[src/rtl/sel_pkg.sv]
package sel_pkg;
  typedef enum logic [1:0] {
    SP_CODE = 2'd0,
    SP_DATA = 2'd1,
    SP_SFR  = 2'd2,
    SP_NONE = 2'd3
  } space_e;

  typedef enum logic [1:0] {
    MD_SEL = 2'd0,
    MD_CS  = 2'd1,
    MD_DMA = 2'd2,
    MD_OFF = 2'd3
  } mode_e;
endpackage

[src/rtl/sel_range_match.sv]
module sel_range_match
  import sel_pkg::*;
#(
  parameter int ADDR_W = 32
) (
  input  logic [ADDR_W-1:0] addr_i,
  input  logic [ADDR_W-1:0] lo_i,
  input  logic [ADDR_W-1:0] hi_i,
  input  logic [1:0]        space_i,
  input  logic [1:0]        cfg_space_i,
  output logic              range_hit_o,
  output logic              base_hit_o
);
  logic space_ok;
  logic above_lo;
  logic below_hi;

  // space code 3 answers nothing
  assign space_ok    = (space_i == cfg_space_i) && (space_e'(space_i) != SP_NONE);
  assign above_lo    = (addr_i >= lo_i);
  assign below_hi    = (addr_i <= hi_i);
  assign range_hit_o = space_ok && above_lo && below_hi;
  assign base_hit_o  = space_ok && (addr_i == lo_i);
endmodule

[src/rtl/sel_wait_timer.sv]
module sel_wait_timer #(
  parameter int WAIT_W = 3
) (
  input  logic              clk_i,
  input  logic              rst_ni,
  input  logic              load_i,
  input  logic [WAIT_W-1:0] len_i,
  output logic              wait_o
);
  logic [WAIT_W-1:0] cnt_q;

  always_ff @(posedge clk_i or negedge rst_ni) begin
    if (!rst_ni)              cnt_q <= '0;
    else if (load_i)          cnt_q <= len_i;
    else if (cnt_q != '0)     cnt_q <= cnt_q - WAIT_W'(1);
  end

  assign wait_o = (cnt_q != '0);


  wait_reload_chk: assert property (@(posedge clk_i) disable iff (!rst_ni)
    load_i |=> (wait_o == ($past(len_i) != '0)));


  wait_count_chk: assert property (@(posedge clk_i) disable iff (!rst_ni)
    (wait_o && !load_i) |=> (cnt_q == $past(cnt_q) - WAIT_W'(1)));
endmodule

[src/rtl/sel_dma_flag.sv]
module sel_dma_flag (
  input  logic clk_i,
  input  logic rst_ni,
  input  logic set_i,
  input  logic clr_i,
  output logic req_o
);
  logic req_q;

  always_ff @(posedge clk_i or negedge rst_ni) begin
    if (!rst_ni)     req_q <= 1'b0;
    else if (set_i)  req_q <= 1'b1;
    else if (clr_i)  req_q <= 1'b0;
  end

  assign req_o = req_q;


  dma_clear_chk: assert property (@(posedge clk_i) disable iff (!rst_ni)
    (clr_i && !set_i) |=> !req_o);


  dma_set_chk: assert property (@(posedge clk_i) disable iff (!rst_ni)
    set_i |=> req_o);
endmodule

[src/rtl/bus_sel_decoder.sv]
module bus_sel_decoder
  import sel_pkg::*;
#(
  parameter int ADDR_W = 32,
  parameter int DATA_W = 8,
  parameter int WAIT_W = 3
) (
  input  logic              clk_i,
  input  logic              rst_ni,
  input  logic [ADDR_W-1:0] addr_i,
  input  logic [DATA_W-1:0] wdata_i,
  input  logic              rd_i,
  input  logic              wr_i,
  input  logic [1:0]        space_i,
  input  logic [ADDR_W-1:0] cfg_lo_i,
  input  logic [ADDR_W-1:0] cfg_hi_i,
  input  logic [1:0]        cfg_space_i,
  input  logic [1:0]        cfg_mode_i,
  input  logic [WAIT_W-1:0] cfg_wait_i,
  input  logic              dma_ack_i,
  output logic              rd_sel_o,
  output logic              wr_sel_o,
  output logic              cs_o,
  output logic [DATA_W-1:0] rdata_o,
  output logic              wait_o,
  output logic              dma_req_o
);
  localparam int PAD_W = DATA_W - 1;

  mode_e             mode;
  logic              range_hit;
  logic              base_hit;
  logic              rd_sel_d, wr_sel_d, cs_d;
  logic              rd_sel_q, wr_sel_q, cs_q, rd_dma_q;
  logic              store_we;
  logic              dma_set;
  logic              any_sel_d;
  logic [DATA_W-1:0] store_q;

  assign mode = mode_e'(cfg_mode_i);

  sel_range_match #(.ADDR_W(ADDR_W)) u_match (
    .addr_i      (addr_i),
    .lo_i        (cfg_lo_i),
    .hi_i        (cfg_hi_i),
    .space_i     (space_i),
    .cfg_space_i (cfg_space_i),
    .range_hit_o (range_hit),
    .base_hit_o  (base_hit)
  );

  always_comb begin
    rd_sel_d = 1'b0;
    wr_sel_d = 1'b0;
    cs_d     = 1'b0;
    unique case (mode)
      MD_SEL: begin
        rd_sel_d = range_hit && rd_i;
        wr_sel_d = range_hit && wr_i;
      end
      MD_CS:  cs_d = range_hit && (rd_i || wr_i);
      MD_DMA: begin
        rd_sel_d = base_hit && rd_i;
        wr_sel_d = base_hit && wr_i;
      end
      default: ;
    endcase
  end

  assign store_we  = (mode == MD_SEL) && range_hit && wr_i;
  assign dma_set   = (mode == MD_DMA) && base_hit && wr_i;
  assign any_sel_d = rd_sel_d || wr_sel_d || cs_d;

  always_ff @(posedge clk_i or negedge rst_ni) begin
    if (!rst_ni) begin
      rd_sel_q <= 1'b0;
      wr_sel_q <= 1'b0;
      cs_q     <= 1'b0;
      rd_dma_q <= 1'b0;
    end else begin
      rd_sel_q <= rd_sel_d;
      wr_sel_q <= wr_sel_d;
      cs_q     <= cs_d;
      rd_dma_q <= (mode == MD_DMA);
    end
  end

  always_ff @(posedge clk_i or negedge rst_ni) begin
    if (!rst_ni)       store_q <= '0;
    else if (store_we) store_q <= wdata_i;
  end

  sel_dma_flag u_dma (
    .clk_i  (clk_i),
    .rst_ni (rst_ni),
    .set_i  (dma_set),
    .clr_i  (dma_ack_i),
    .req_o  (dma_req_o)
  );

  sel_wait_timer #(.WAIT_W(WAIT_W)) u_wait (
    .clk_i  (clk_i),
    .rst_ni (rst_ni),
    .load_i (any_sel_d),
    .len_i  (cfg_wait_i),
    .wait_o (wait_o)
  );

  // zero when idle so several decoders can be OR-ed
  always_comb begin
    rdata_o = '0;
    if (rd_sel_q) rdata_o = rd_dma_q ? {{PAD_W{1'b0}}, dma_req_o} : store_q;
  end

  assign rd_sel_o = rd_sel_q;
  assign wr_sel_o = wr_sel_q;
  assign cs_o     = cs_q;


  rd_sel_strobe_chk: assert property (@(posedge clk_i) disable iff (!rst_ni)
    rd_sel_o |-> $past(rd_i));


  wr_sel_strobe_chk: assert property (@(posedge clk_i) disable iff (!rst_ni)
    wr_sel_o |-> $past(wr_i));


  cs_exclusive_chk: assert property (@(posedge clk_i) disable iff (!rst_ni)
    cs_o |-> (!rd_sel_o && !wr_sel_o));


  off_quiet_chk: assert property (@(posedge clk_i) disable iff (!rst_ni)
    ($past(cfg_mode_i) == 2'd3) |-> !(rd_sel_o || wr_sel_o || cs_o));
endmodule

[config.mk]
export PLATFORM = sky130hd
export DESIGN_NAME = bus_sel_decoder
export DESIGN_NICKNAME = d
export VERILOG_FILES = /design/src/rtl/sel_pkg.sv /design/src/rtl/sel_range_match.sv /design/src/rtl/sel_wait_timer.sv /design/src/rtl/sel_dma_flag.sv /design/src/rtl/bus_sel_decoder.sv
export SDC_FILE = /design/constraint.sdc
export NUM_CORES = 1
export LEC_CHECK = 0
export CAP_MARGIN = 25
export CORE_UTILIZATION = 41
export CTS_CLUSTER_DIAMETER = 100
export DETAILED_ROUTE_END_ITERATION = 10
export PLACE_DENSITY_LB_ADDON = 0.12
export SYNTH_ARGS = -nofsm -noshare
export SYNTH_HDL_FRONTEND = slang
export SYNTH_SLANG_ARGS = --single-unit
[constraint.sdc]
create_clock -name clk_i -period 1.6 [get_ports clk_i]
set_input_delay 0.32 -clock clk_i [delete_from_list [all_inputs] [get_ports clk_i]]
set_output_delay 0.32 -clock clk_i [all_outputs]
set_load 0.005 [all_outputs]
==> results.toml <==
[worst_setup_path]
worstSetupStartpoint = "cfg_hi_i[0]"
rr_worst_depth = 8
arrival_ns = 2.76
rr_startpoint = "u_wait.cnt_q[1]$_DFFE_PN0P_"
worstSetupEndpointType = "flip-flop"
endpoint = "store_q[4]$_DFFE_PN0P_"
r2r_end = "u_wait.cnt_q[1]$_DFFE_PN0P_"
r2r_slack_ns = -0.24
required_ns = 1.73
critPathKind = "primary input to flip-flop"
cp_max_fo = 8
start_kind = "primary input"

[placed_design]
dpl.hpwl_um = 6360
dpl_cell_area_um2 = 4420
dp.cells = 568
gp_congestion = 0.847
portBuffers = 130

[cells_and_area]
final_cells = 594
num_antenna_cells = 0
fin_area_um2 = 5390
n_fill_cell = 208
layout.nets = 704
seq_area_um2 = 400
drive_gt1_share_pct = 60.1
areaGrowthSynthToFinish_pct = 116
multi_input_area_um2 = 2830

[floorplanning]
start_util_pct = 42.4
ios = 131
die_y_um = 80.0
die_w_um = 80.0
core-area_um2 = 5890
rows = 28
dieArea_um2 = 6410

[grt]
grt-ovfl-total = 0
grt_pass1_vias = 3549
grt_first_pass_wirelength_um = 16800
grt_use_total_pct = 34.2
antenna_found_initial = 0
grt_max_degree = 17

[synthesis]
ys_ff_latch = 16
yosysUniqueCellTypes = 39
synth_area_per_cell_um2 = 7.90
syn-num-nets = 500
syn_inst = 316
ys_seq_area_share_pct = 16.0
syn-cell-area_um2 = 2500
yosys_warnings = 0

[clocking]
clock-sinks = 16
holdBufCountCts = 0
cts_buffers = 3
cts.path.max_buffers = 2
tritoncts = "yes"
clk_pin_slew_ns = 0.07
cts_root_buf = "clkbuf_8"
ctsHtreeMaxLevel = 1
clkLatencyLatePin_ns = 0.24

[timing]
finalSetupViolCount = 20
hold_viol_final = 0
final.min_clock_period_ns = 2.63
rsz0062_at_grt = "yes"
finClkSkew_ns = 0.000476
period_share_pct = 164
timing.hold.ws_ns = 0.412
worst_pin_slew_ns = 0.592
worst_slack_ns = -1.03
setup_tns_ns = -13.51
slew-limit-headroom_pct = 59.4
slew_viol_final = 0
fmax_ghz = 0.380

[detailed_routing]
vias_per_cell = 5.96
drtAntennaViolNets = 0
wl_per_cell_um = 22.7
drc = 1
drt_iter0_drc = 348
finalWirelength_um = 13500
via_count = 3543
drt-pass1-iter-count = 8

[run_status]
status = "finished, violations left"
violations = "design-rule violations, negative setup slack"

[worst_hold_path]
worst_hold_path_type = "primary input to async pin"

[power]
leakage_uw = 0.00247
vdd_ir_drop_max_uv = 468
p_per_area_nw_per_um2 = 514

[job]
cap_violations = 0
==> cells by family (layout without fill, tap and decap cells) <==
logic type	after synthesis	count (layout)	synth area share (%)
AOI/OAI and AO/OA	67	67	16.3
xor gates and xnor gates	2	2	0.702
muxes	10	10	4.41
buffers and inverters	73	276	11.0
adders and majority gates	66	66	33.1
DFF	16	16	16.0
and+or+nand+nor	82	82	18.5
==> layout make-up <==
type                       instances  area share [%]
clock buffer                       4            1.02
inverter                          71            5.46
multi-input combinational        227            52.6
sequential                        16            7.43
tap                               75            1.74
timing repair buffer             201            31.8
==> where the power goes <==
| group | total, uW | internal, uW | switching [uW] | leakage, uW |
|---|---|---|---|---|
| sequential | 544 | 478 | 66.2 | 0.000211 |
| combinational | 1870 | 947 | 920 | 0.00223 |
| clock | 360 | 218 | 142 | 0.0000288 |
==> worst min-delay path by stage <==
stage	start	end	cells after the start
3_5_place_dp	store_q[3]$_DFFE_PN0P_	store_q[3]$_DFFE_PN0P_	1
2_1_floorplan	rst_ni	cs_o$_DFF_PN0_	0
4_1_cts	rst_ni	store_q[3]$_DFFE_PN0P_	2
3_3_place_gp	store_q[3]$_DFFE_PN0P_	store_q[3]$_DFFE_PN0P_	1
5_1_grt	rst_ni	store_q[6]$_DFFE_PN0P_	2
6_report	rst_ni	store_q[6]$_DFFE_PN0P_	2
==> through the flow <==
step | utilization, % | setup WS, ns | power [uW]
2_1_floorplan | - | -0.848 | 1130
3_3_place_gp | 75.0 | -1.44 | 1680
3_5_place_dp | 75.0 | -1.51 | 1730
4_1_cts | 87.8 | -0.731 | 2400
5_1_grt | 91.5 | -1.15 | 2920
6_report | 91.5 | -1.03 | 2770
==> cells in the mapped netlist <==
cell type | number | share of area, %
clkbuf_1 | 1 | 0.15
or3_2 | 1 | 0.30
o221ai_1 | 2 | 0.70
a311o_1 | 1 | 0.40
o211a_1 | 1 | 0.40
o22ai_1 | 3 | 0.75
a221oi_1 | 2 | 0.70
nand4_1 | 14 | 3.5
xnor2_1 | 1 | 0.35
nor2_1 | 10 | 1.5
a21o_1 | 6 | 1.8
xor2_1 | 1 | 0.35
a31o_2 | 1 | 0.35
nor2b_1 | 5 | 1.3
nor4_2 | 1 | 0.50
o21a_1 | 2 | 0.60
o211ai_1 | 2 | 0.60
ha_1 | 66 | 33
mux2i_1 | 2 | 0.80
a21oi_1 | 28 | 5.6
or4_2 | 2 | 0.70
nand4b_1 | 1 | 0.35
a211oi_1 | 3 | 0.90
and2_1 | 7 | 1.8
a31oi_1 | 1 | 0.25
clkbuf_2 | 1 | 0.20
nor3b_1 | 1 | 0.30
mux2_2 | 8 | 3.6
inv_1 | 71 | 11
nand2_1 | 18 | 2.7
o21ai_0 | 14 | 2.8
or2_2 | 1 | 0.25
nor4_1 | 3 | 0.75
nand2b_1 | 7 | 1.8
dfrtp_1 | 16 | 16
nor3_1 | 5 | 1.0
nand3_1 | 5 | 1.0
o21ba_2 | 1 | 0.40
nor4_4 | 1 | 0.85
==> repair_timing <==
item | 4_1_cts | 5_1_grt
gates resized for setup | 451 | 65
setup buffers | 22 | 5
endpoints found under the setup margin | 24 | 21
pin swaps | 76 | 27
endpoints found under the hold margin | 0 | 0
==> critical path: stages <==
cell and delay, ns:
clkdlybuf4s50_1 0.52, ha_4 0.16, inv_1 0.05, a21oi_1 0.17, o21a_1 0.18, o221ai_2 0.13, o21ba_4 0.26, nor4_4 0.41
buf_6 0.23, mux2_4 0.33
==> layout by cell type (no fill, tap or decap), types with 3 or more instances in the layout <==
cell type,instances
buf_4,55
dfrtp_1,16
dlygate4sd2_1,21
inv_4,6
buf_2,37
o21ai_1,6
o21ai_0,7
nor2_1,8
nor4_4,4
buf_8,5
nand2b_1,7
buf_6,38
clkdlybuf4s50_1,26
nand4_1,14
nand3_2,4
nor2b_4,3
a21oi_1,21
a21o_1,6
inv_2,47
nand2_2,3
nand2_1,15
and2_1,7
clkdlybuf4s15_1,12
nor3_2,3
mux2_4,8
a21oi_2,7
inv_1,16
clkbuf_8,4
ha_1,6
ha_4,59
clkbuf_2,5
==> sequential cells by signal (all words and copies together), names as in the netlist <==
register,cells
store_q,8
u_wait.cnt_q,3
cs_o,1
rd_dma_q,1
rd_sel_o,1
u_dma.req_o,1
wr_sel_o,1
==> metal layers <==
metal / up-vias / wire (um) / track usage, %
met5: - / 0 / 0
li1: 1517 / - / -
met3: 98 / 1170 / 5.37
met1: 1660 / 4680 / 35.2
met2: 268 / 6540 / 65.0
met4: 0 / 1110 / 19.1
No activity file was read; power rests on OpenSTA's default activity.
